**config.mk**
```make
export PLATFORM = sky130hd
export DESIGN_NAME = cec_tx
export DESIGN_NICKNAME = d
export VERILOG_FILES = /design/src/rtl/cec_tx_pkg.sv /design/src/rtl/cec_tx_datapath.sv /design/src/rtl/cec_tx_ctrl.sv /design/src/rtl/cec_tx.sv
export SDC_FILE = /design/constraint.sdc
export NUM_CORES = 1
export LEC_CHECK = 0
export BUFFER_PORTS_ARGS = -buffer_cell sky130_fd_sc_hd__buf_2
export CORE_ASPECT_RATIO = 0.7
export CORE_MARGIN = 2
export CORE_UTILIZATION = 55
export CTS_BUF_LIST = sky130_fd_sc_hd__clkbuf_8
export DETAILED_ROUTE_END_ITERATION = 8
export PLACE_DENSITY = 0.91
export SETUP_SLACK_MARGIN = 0.4
export SYNTH_ARGS = -nofsm -noshare
export SYNTH_HDL_FRONTEND = slang
export SYNTH_SLANG_ARGS = --single-unit
export TNS_END_PERCENT = 5
```
**constraint.sdc**
```tcl
create_clock -name clk -period 6 [get_ports clk]
set_clock_uncertainty 0.15 [all_clocks]
set_input_delay 0.6 -clock clk [delete_from_list [all_inputs] [get_ports clk]]
set_output_delay 0.6 -clock clk [all_outputs]
set_load 0.03 [all_outputs]
```
**src/rtl/cec_tx_pkg.sv**
```systemverilog
package cec_tx_pkg;

  typedef enum logic [1:0] {
    ST_IDLE,
    ST_WAIT,
    ST_START,
    ST_BIT
  } txState_e;

  // strobes from control to datapath
  typedef struct packed {
    logic idleClr;
    logic idleInc;
    logic phaseClr;
    logic frameClr;
    logic bitAdv;
    logic driveStart;
    logic driveBit;
  } dpCtl_t;

  // conditions from datapath to control
  typedef struct packed {
    logic tick;
    logic idleDone;
    logic startEnd;
    logic bitEnd;
    logic atSample;
    logic bitVal;
    logic ackSlot;
    logic lastByte;
    logic headerData;
  } dpStat_t;

endpackage

```
**src/rtl/cec_tx_datapath.sv**
```systemverilog
module cec_tx_datapath
  import cec_tx_pkg::*;
#(
  parameter int WORDS          = 4,
  parameter int LEN_W          = 4,
  parameter int TICK_CYCLES    = 2500,
  parameter int START_LOW_T    = 74,
  parameter int START_PERIOD_T = 90,
  parameter int BIT_PERIOD_T   = 48,
  parameter int ONE_LOW_T      = 12,
  parameter int ZERO_LOW_T     = 30,
  parameter int SAMPLE_T       = 21,
  parameter int IDLE_T         = 336
) (
  input  logic                 clk,
  input  logic                 rstN,
  input  logic [32*WORDS-1:0]  txData,
  input  logic [LEN_W-1:0]     msgLenM1,
  input  dpCtl_t               ctl,
  output dpStat_t              st,
  output logic                 driveLow
);

  localparam int PH_MAX = (START_PERIOD_T > BIT_PERIOD_T) ? START_PERIOD_T : BIT_PERIOD_T;
  localparam int PH_W   = $clog2(PH_MAX + 1);
  localparam int ID_W   = $clog2(IDLE_T + 1);
  localparam int PS_W   = (TICK_CYCLES > 1) ? $clog2(TICK_CYCLES) : 1;

  logic             tick;
  logic [PH_W-1:0]  phase;
  logic [ID_W-1:0]  idleCnt;
  logic [3:0]       bitIdx;
  logic [LEN_W-1:0] byteIdx;
  logic [7:0]       curByte;
  logic             bitVal;
  logic             isLast;

  // tick prescaler
  generate
    if (TICK_CYCLES == 1) begin : gFastTick
      assign tick = 1'b1;
    end else begin : gDivTick
      logic [PS_W-1:0] preCnt;
      always_ff @(posedge clk or negedge rstN) begin
        if (!rstN) preCnt <= '0;
        else if (preCnt == PS_W'(TICK_CYCLES - 1)) preCnt <= '0;
        else preCnt <= preCnt + PS_W'(1);
      end
      assign tick = (preCnt == PS_W'(TICK_CYCLES - 1));
    end
  endgenerate

  // shared phase counter for start bit and data bits
  always_ff @(posedge clk or negedge rstN) begin
    if (!rstN) phase <= '0;
    else if (ctl.phaseClr) phase <= '0;
    else if (tick && phase != PH_W'(PH_MAX)) phase <= phase + PH_W'(1);
  end

  // free-line counter
  always_ff @(posedge clk or negedge rstN) begin
    if (!rstN) idleCnt <= '0;
    else if (ctl.idleClr) idleCnt <= '0;
    else if (ctl.idleInc) idleCnt <= idleCnt + ID_W'(1);
  end

  // bit and byte position within the frame
  always_ff @(posedge clk or negedge rstN) begin
    if (!rstN) begin
      bitIdx  <= '0;
      byteIdx <= '0;
    end else if (ctl.frameClr) begin
      bitIdx  <= '0;
      byteIdx <= '0;
    end else if (ctl.bitAdv) begin
      if (bitIdx == 4'd9) begin
        bitIdx  <= '0;
        byteIdx <= byteIdx + LEN_W'(1);
      end else begin
        bitIdx <= bitIdx + 4'd1;
      end
    end
  end

  assign curByte = txData[{byteIdx, 3'b000} +: 8];
  assign isLast  = (byteIdx == msgLenM1);

  always_comb begin
    if (bitIdx < 4'd8)       bitVal = curByte[~bitIdx[2:0]];
    else if (bitIdx == 4'd8) bitVal = isLast;
    else                     bitVal = 1'b1;
  end

  assign driveLow = (ctl.driveStart && phase < PH_W'(START_LOW_T)) ||
                    (ctl.driveBit && phase < (bitVal ? PH_W'(ONE_LOW_T) : PH_W'(ZERO_LOW_T)));

  assign st.tick       = tick;
  assign st.idleDone   = (idleCnt == ID_W'(IDLE_T - 1));
  assign st.startEnd   = tick && phase == PH_W'(START_PERIOD_T - 1);
  assign st.bitEnd     = tick && phase == PH_W'(BIT_PERIOD_T - 1);
  assign st.atSample   = tick && phase == PH_W'(SAMPLE_T);
  assign st.bitVal     = bitVal;
  assign st.ackSlot    = (bitIdx == 4'd9);
  assign st.lastByte   = isLast;
  assign st.headerData = (byteIdx == '0) && (bitIdx < 4'd8);

  // a bit never outruns its period
  assert_phase_bound_R2: assert property (@(posedge clk) disable iff (!rstN)
    ctl.driveBit |-> phase < PH_W'(BIT_PERIOD_T));

  // no byte past the programmed length is sent
  assert_byte_bound_R3: assert property (@(posedge clk) disable iff (!rstN)
    ctl.driveBit |-> byteIdx <= msgLenM1);

endmodule

```
**src/rtl/cec_tx_ctrl.sv**
```systemverilog
module cec_tx_ctrl
  import cec_tx_pkg::*;
(
  input  logic    clk,
  input  logic    rstN,
  input  logic    startTx,
  input  logic    txSoftReset,
  input  logic    irqAck,
  input  logic    lineIn,
  input  dpStat_t st,
  output dpCtl_t  ctl,
  output logic    txGood,
  output logic    txIrq
);

  txState_e state, nextState;
  logic startQ, attempt, ackSeen;
  logic accept, finish, finOk, retry;

  always_comb begin
    ctl       = '0;
    nextState = state;
    accept    = 1'b0;
    finish    = 1'b0;
    finOk     = 1'b0;
    retry     = 1'b0;
    unique case (state)
      ST_IDLE: begin
        if (startTx && !startQ && !txSoftReset) begin
          accept      = 1'b1;
          ctl.idleClr = 1'b1;
          nextState   = ST_WAIT;
        end
      end
      ST_WAIT: begin
        if (st.tick) begin
          if (!lineIn) ctl.idleClr = 1'b1;
          else if (st.idleDone) begin
            ctl.phaseClr = 1'b1;
            ctl.frameClr = 1'b1;
            nextState    = ST_START;
          end else ctl.idleInc = 1'b1;
        end
      end
      ST_START: begin
        ctl.driveStart = 1'b1;
        if (st.startEnd) begin
          ctl.phaseClr = 1'b1;
          nextState    = ST_BIT;
        end
      end
      ST_BIT: begin
        ctl.driveBit = 1'b1;
        if (st.atSample && st.headerData && st.bitVal && !lineIn) begin
          finish    = 1'b1;
          nextState = ST_IDLE;
        end else if (st.bitEnd) begin
          ctl.phaseClr = 1'b1;
          if (st.ackSlot && !ackSeen) begin
            if (!attempt) begin
              retry       = 1'b1;
              ctl.idleClr = 1'b1;
              nextState   = ST_WAIT;
            end else begin
              finish    = 1'b1;
              nextState = ST_IDLE;
            end
          end else if (st.ackSlot && st.lastByte) begin
            finish    = 1'b1;
            finOk     = 1'b1;
            nextState = ST_IDLE;
          end else begin
            ctl.bitAdv = 1'b1;
          end
        end
      end
      default: nextState = ST_IDLE;
    endcase
  end

  always_ff @(posedge clk or negedge rstN) begin
    if (!rstN) begin
      state   <= ST_IDLE;
      startQ  <= 1'b0;
      attempt <= 1'b0;
      ackSeen <= 1'b0;
      txGood  <= 1'b0;
      txIrq   <= 1'b0;
    end else begin
      startQ <= startTx;
      if (txSoftReset) begin
        state   <= ST_IDLE;
        attempt <= 1'b0;
        if (irqAck) txIrq <= 1'b0;
      end else begin
        state <= nextState;
        if (accept) begin
          attempt <= 1'b0;
          txGood  <= 1'b0;
        end
        if (retry) attempt <= 1'b1;
        if (state == ST_BIT && st.atSample && st.ackSlot) ackSeen <= !lineIn;
        if (finish) txGood <= finOk;
        if (finish) txIrq <= 1'b1;
        else if (irqAck) txIrq <= 1'b0;
      end
    end
  end

  // success is never shown without the completion interrupt
  assert_good_with_irq_R4: assert property (@(posedge clk) disable iff (!rstN)
    $rose(txGood) |-> txIrq);

  // a retry always restarts from the free-line wait
  assert_retry_waits_R5: assert property (@(posedge clk) disable iff (!rstN)
    $rose(attempt) |-> state == ST_WAIT);

  // interrupt is sticky until acknowledged
  assert_irq_sticky_R7: assert property (@(posedge clk) disable iff (!rstN)
    (txIrq && !irqAck) |=> txIrq);

endmodule

```
**src/rtl/cec_tx.sv**
```systemverilog
module cec_tx
  import cec_tx_pkg::*;
#(
  parameter int WORDS          = 4,
  parameter int TICK_CYCLES    = 2500,
  parameter int START_LOW_T    = 74,
  parameter int START_PERIOD_T = 90,
  parameter int BIT_PERIOD_T   = 48,
  parameter int ONE_LOW_T      = 12,
  parameter int ZERO_LOW_T     = 30,
  parameter int SAMPLE_T       = 21,
  parameter int IDLE_T         = 336,
  localparam int LEN_W         = $clog2(WORDS * 4)
) (
  input  logic                clk,
  input  logic                rstN,
  input  logic [32*WORDS-1:0] txData,
  input  logic [LEN_W-1:0]    msgLenM1,
  input  logic                startTx,
  input  logic                txSoftReset,
  input  logic                irqAck,
  input  logic                lineIn,
  output logic                driveLow,
  output logic                txGood,
  output logic                txIrq
);

  dpCtl_t  ctl;
  dpStat_t st;

  cec_tx_ctrl u_ctrl (
    .clk(clk), .rstN(rstN), .startTx(startTx), .txSoftReset(txSoftReset),
    .irqAck(irqAck), .lineIn(lineIn), .st(st), .ctl(ctl),
    .txGood(txGood), .txIrq(txIrq)
  );

  cec_tx_datapath #(
    .WORDS(WORDS), .LEN_W(LEN_W), .TICK_CYCLES(TICK_CYCLES),
    .START_LOW_T(START_LOW_T), .START_PERIOD_T(START_PERIOD_T),
    .BIT_PERIOD_T(BIT_PERIOD_T), .ONE_LOW_T(ONE_LOW_T),
    .ZERO_LOW_T(ZERO_LOW_T), .SAMPLE_T(SAMPLE_T), .IDLE_T(IDLE_T)
  ) u_dp (
    .clk(clk), .rstN(rstN), .txData(txData), .msgLenM1(msgLenM1),
    .ctl(ctl), .st(st), .driveLow(driveLow)
  );

  // soft reset frees the line one clock later
  assert_soft_reset_release_R9: assert property (@(posedge clk) disable iff (!rstN)
    txSoftReset |=> !driveLow);

endmodule

```
; ---- Word-level counts from Yosys, hierarchy flattened
; Cells that the tools add are included.
[word_totals]
mem_bits_rw = 0
input_bits = 138
mem_bits_ro = 0
out_inout_bits = 3
ff_bits = 43
latchBits = 0
mem_count = 0
[classes]
n_mux = 71
n_shift = 1
add_sub_neg = 5
n_div = 0
order_cmp = 4
eq_ne = 19
multipliers = 0
reduce_logical = 33
bitwise_logic = 2
[ops]
columns = cell, n
row1 = $shiftx 128x8->8, 1
row2 = $mux 1, 42
row3 = $mux 4, 7
row4 = $mux 2, 11
row5 = $mux 9, 2
row6 = $logic_and 1x1->1, 16
row7 = $mux 7, 2
row8 = $add 12x1->12 const B, 1
row9 = $eq 12x12->1 const B, 1
row10 = $mux 12, 1
row11 = $reduce_bool 2->1, 5
row12 = $add 9x1->9 const B, 1
row13 = $eq 9x9->1 const B, 1
row14 = $ne 3x3->1 const B, 3
row15 = $add 4x1->4 const B, 2
row16 = $eq 4x4->1 const B, 2
row17 = $pmux 2 s4, 1
row18 = $add 7x1->7 const B, 1
row19 = $eq 7x5->1 const B, 1
row20 = $eq 7x6->1 const B, 1
row21 = $eq 7x7->1 const B, 1
row22 = $lt 7x7->1, 1
row23 = $lt 7x7->1 const B, 1
row24 = $ne 7x7->1 const B, 1
row25 = 21 further kinds, 29

; ---- Logic depth before layout (Yosys ltp)
[depth]
depth_word = 10
depth_mapped = 14

; ---- Hierarchy
; A second synthesis with hierarchy kept.
[hier_totals]
cells_unflattened = 370
area_unflattened_um2 = 3668.5
[modules_own_cells]
columns = mod, n_inst, area_each_um2, cells_per_inst
row1 = cec_tx_datapath, 1, 3125.5, 314
row2 = cec_tx_ctrl, 1, 543.0, 56

; ---- Worst setup path before layout
; No wires, ideal clock.
[synth_path]
path_type = register to output
startpoint = reg u_dp.byteIdx[0]
endpoint = out driveLow
stages_incl_launch_ff = 14
t_required_ns = 5.250
path_buffers = 3
slack_ns = 2.261
arrival_time_ns = 2.989
path_cell_list = dfrtp_1 buf_6 buf_4 mux4_2 mux2i_1 o32ai_1 a2111oi_0 or2_0 clkbuf_2 o21ai_0 ha_1 nor3_1 o2111ai_1 nand2_1
[synth_between]
elab_chain_cells = 8
elab_cells_between_ends = 10
classes_between = 1 x order compare / 1 x eq/ne / 1 x shift / 5 x mux / 2 x reduce/logical
[synth_rtl]
columns = element, line
row1 = "start, declared", cec_tx_datapath.sv:33  ; logic [LEN_W-1:0] byteIdx;
row2 = "start signal, assigned", cec_tx_datapath.sv:78  ; byteIdx <= byteIdx + LEN_W'(1);
row3 = $shiftx 128x8->8, cec_tx_datapath.sv:85  ; assign curByte = txData[{byteIdx, 3'b000} +: 8];
row4 = $bmux 1 s3, cec_tx_datapath.sv:89  ; if (bitIdx < 4'd8) bitVal = curByte[~bitIdx[2:0]];
row5 = $mux 1 (not written as such), cec_tx_datapath.sv:89
row6 = $mux 1 *, cec_tx_datapath.sv:89
row7 = $mux 5 *, cec_tx_datapath.sv:95  ; (ctl.driveBit && phase < (bitVal ? PH_W'(ONE_LOW_T) : PH_W'(ZERO_LOW_T)));
row8 = $lt 7x7->1 *, cec_tx_datapath.sv:95
row9 = $logic_and 1x1->1 *, cec_tx_datapath.sv:95
row10 = $logic_or 1x1->1 *, cec_tx_datapath.sv:94  ; assign driveLow = (ctl.driveStart && phase < PH_W'(START_LOW_T)) ||
row11 = "end, declared", cec_tx.sv:23  ; output logic driveLow,
; Mark *: on every way between the ends. The rest lies on a longest branch, timed or not. The select of a mux whose other input is x is not followed.

; ---- Final worst setup path
; Ends and elaborated chain as after synthesis.

==> out/summary.txt <==
status: finished clean
Min-Delay Path Class: in -> reg
clock tree buffer depth: 2
GP Congestion: 0.948
Worst setup endpoint: driveLow
DP Wirelength: 8.17 mm
Worst R2R End: u_ctrl.txIrq
Pins Over Slew Limit: 0
Yosys top cell area share: 0.291
combinational share of power: 0.245
synth top area cells: dfrtp_1 (29%), mux4_2 (9.1%), mux4_1 (7.1%)
synth unique cells: 58
Arr. time, crit path: 4.37 ns
initial antenna violation count: 0
# resized after CTS: 0
drt drc: 0
Int Pwr: 0.504 mW
die area: 7420 sq um
Die Y: 72.7 um
Root Driver: clkbuf_8
layout cells sized above 1: 0.337
Syn Nets: 532
delay-heaviest family, CP: flip-flops
mean routed wirelength per cell: 17.2 um
ys flop type: dfrtp_1
DIE WIDTH: 102 um
hold_buf cts: 0
TNS Setup: 0 ns
PnR worst setup slack: 0.881 ns
Rows: 24
CTS buffer count: 5
Worst path depth: 11
worst-path cell chain: mux4_1, mux2i_1, a221oi_1, a2111oi_0, or2_0, o21ai_0, ha_1, nor3_1, o2111ai_1, nand2_1, buf_2
Synth top cells by count: dfrtp_1 (43), nor2_1 (43), mux2i_1 (26)
Max VDD drop: 94.6 uV
DP Area: 4420 sq um
Pwr per Cell Area: 155 nW/um^2
multi-input logic area: 2450 sq um
MaxCap Viol Count: 0
htree depth: 2
Startpoint Class: flip-flop
RSZ-0062 raised after global routing: no
first-pass GRT wire length: 16.8 mm
Reg2Reg Depth: 7
Final setup viols: 0
num ports: 141
critical path type: reg -> out
postcts setup bufs: 0
Detail Route Antenna Nets: 0
Max-slew headroom: 0.288
Worst-Skew Late Latency: 0.31 ns
clk slew on worst S/H paths: 0.09 ns
CP max stage delay: 1.07 ns
initial core utilization: 0.582
fin area: 4540 sq um
Final #Nets: 661
Max Clk Rate: 195 MHz
DRT Wirelength: 10.3 mm
part of the cycle the worst path needs: 0.853
drt pass-1 iters: 5
reg2reg setup slack: 2.39 ns
Yosys top cell by area: dfrtp_1
reg2reg start: u_dp.byteIdx[0]
largest net degree at the start of global routing: 44
via count: 3702
crit end category: output pin
syn_area_per_cell: 9.80 sq um
Via-to-Cell Ratio: 6.18
power share of the clock group: 0.327
gr ovfl total: 0
static leakage: 2.16 nW
PortBufs: 140
clk sinks: 43
Buf/Inv on CP: 1
floorplan core area: 6370 sq um
Post-synth EDFFs: 0
CTS tree: built
FFs w/ async S/R, synth: 1.00
Place WS: 1.25 ns
cell area after synthesis: 3700 sq um
Seq cells post-synth: 43
Post-Syn Instances: 378
Register Area: 1080 sq um
Setup crit start: u_dp.byteIdx[0]
Sequential Power Share: 0.428
Crit-path slowest cell: dfrtp_2
crit path max fanout: 41
vias in the first global route: 3538
Tmin final: 5.12 ns
switch share: 0.283
total power: 0.703 mW
initial detailed-routing violation count: 286
worst slew pin tran: 1.07 ns
GRT Overall Usage: 0.294
filler instances: 469
final hold violation count: 0
sw power: 0.199 mW
sequential-to-total area share from yosys stat: 0.291
YS warnings: 0
CP required: 5.25 ns
# diodes: 0
Syn-to-layout area delta: 22.5%
-- power groups by stage --
stage | logic, mW | clock network (mW) | registers [mW]
detailed placement | 0.168 | 0 | 0.306
global placement | 0.159 | 0 | 0.306
global route | 0.187 | 0.246 | 0.301
floorplan | 0.0922 | 0 | 0.306
CTS | 0.169 | 0.233 | 0.301
finish | 0.172 | 0.230 | 0.301
-- worst min path at each step --
| stage | startpoint | cells past startpoint | slack (ns) | to |
|---|---|---|---|---|
| final | startTx | 1 | 0.25 | u_ctrl.startQ |
| after detailed placement | u_dp.gDivTick.preCnt[4] | 1 | 0.34 | u_dp.gDivTick.preCnt[4] |
| after global placement | u_dp.gDivTick.preCnt[10] | 1 | 0.33 | u_dp.gDivTick.preCnt[10] |
| after floorplan | rstN | 0 | 0.15 | u_ctrl.ackSeen |
| after global routing | startTx | 1 | 0.23 | u_ctrl.startQ |
| after CTS | startTx | 1 | 0.25 | u_ctrl.startQ |
-- per-layer routing --
layer | wire (um) | vias up | track usage
met3 | 944 | 39 | 0.0709
met2 | 4680 | 219 | 0.458
met4 | 289 | 0 | 0.101
met1 | 4390 | 1770 | 0.407
met5 | 0 | - | 0
li1 | - | 1674 | -
-- layout make-up --
type	instances	area share
inverters	20	0.0165
well taps	91	0.0251
multi-input cells	296	0.540
flip-flops and latches	43	0.237
repair buffers	141	0.156
clock buffers	5	0.0152
clock inverters	3	0.00965
-- cells by family after synthesis --
logic type,synth area share
buf+inv,0.0480
simple gates,0.197
xor+xnor,0.0686
flops,0.291
fa+ha+maj,0.0541
mux,0.245
compound gates,0.0973
-- metrics by stage --
stage	utilization	hold WS (ns)	std cells
finish	0.713	0.250	599
global route	0.713	0.234	599
CTS	0.713	0.250	599
detailed placement	0.695	0.342	591
global placement	0.695	0.334	591
floorplan	-	0.154	378
-- placed cells by master (no fill, tap or decap), types with 2 or more instances in the layout --
cell type    n
mux2_2       4
inv_1       19
ha_1        16
nor2_1      43
dfrtp_1     42
buf_2      140
nor3_1       6
xor2_1      14
nor4b_1      3
mux4_1      10
and4_1       2
nor4_1       4
a31oi_1      2
nand2b_1     2
and3_1       6
nor2b_1      5
nand3_1     19
a22oi_1      3
nand4_1     13
o221ai_1     3
clkbuf_8     5
mux2i_1     26
mux4_2      15
a21o_1       2
a21oi_1     11
xnor2_1     15
nor4bb_1     2
o21ai_0      9
o31ai_1      2
a221oi_1     4
and2_1       4
or3_1        4
o21a_1       2
nand2_1     25
and4b_1      2
-- sequential cells by signal (all words and copies together), names as in the netlist --
register,count
u_dp.gDivTick.preCnt,12
u_ctrl.ackSeen,1
u_ctrl.txIrq,1
u_dp.idleCnt,9
u_ctrl.txGood,1
u_ctrl.state,2
u_dp.phase,7
u_dp.bitIdx,4
u_ctrl.attempt,1
u_dp.byteIdx,4
u_ctrl.startQ,1
Note: power is estimated with default switching activity, not from simulation.
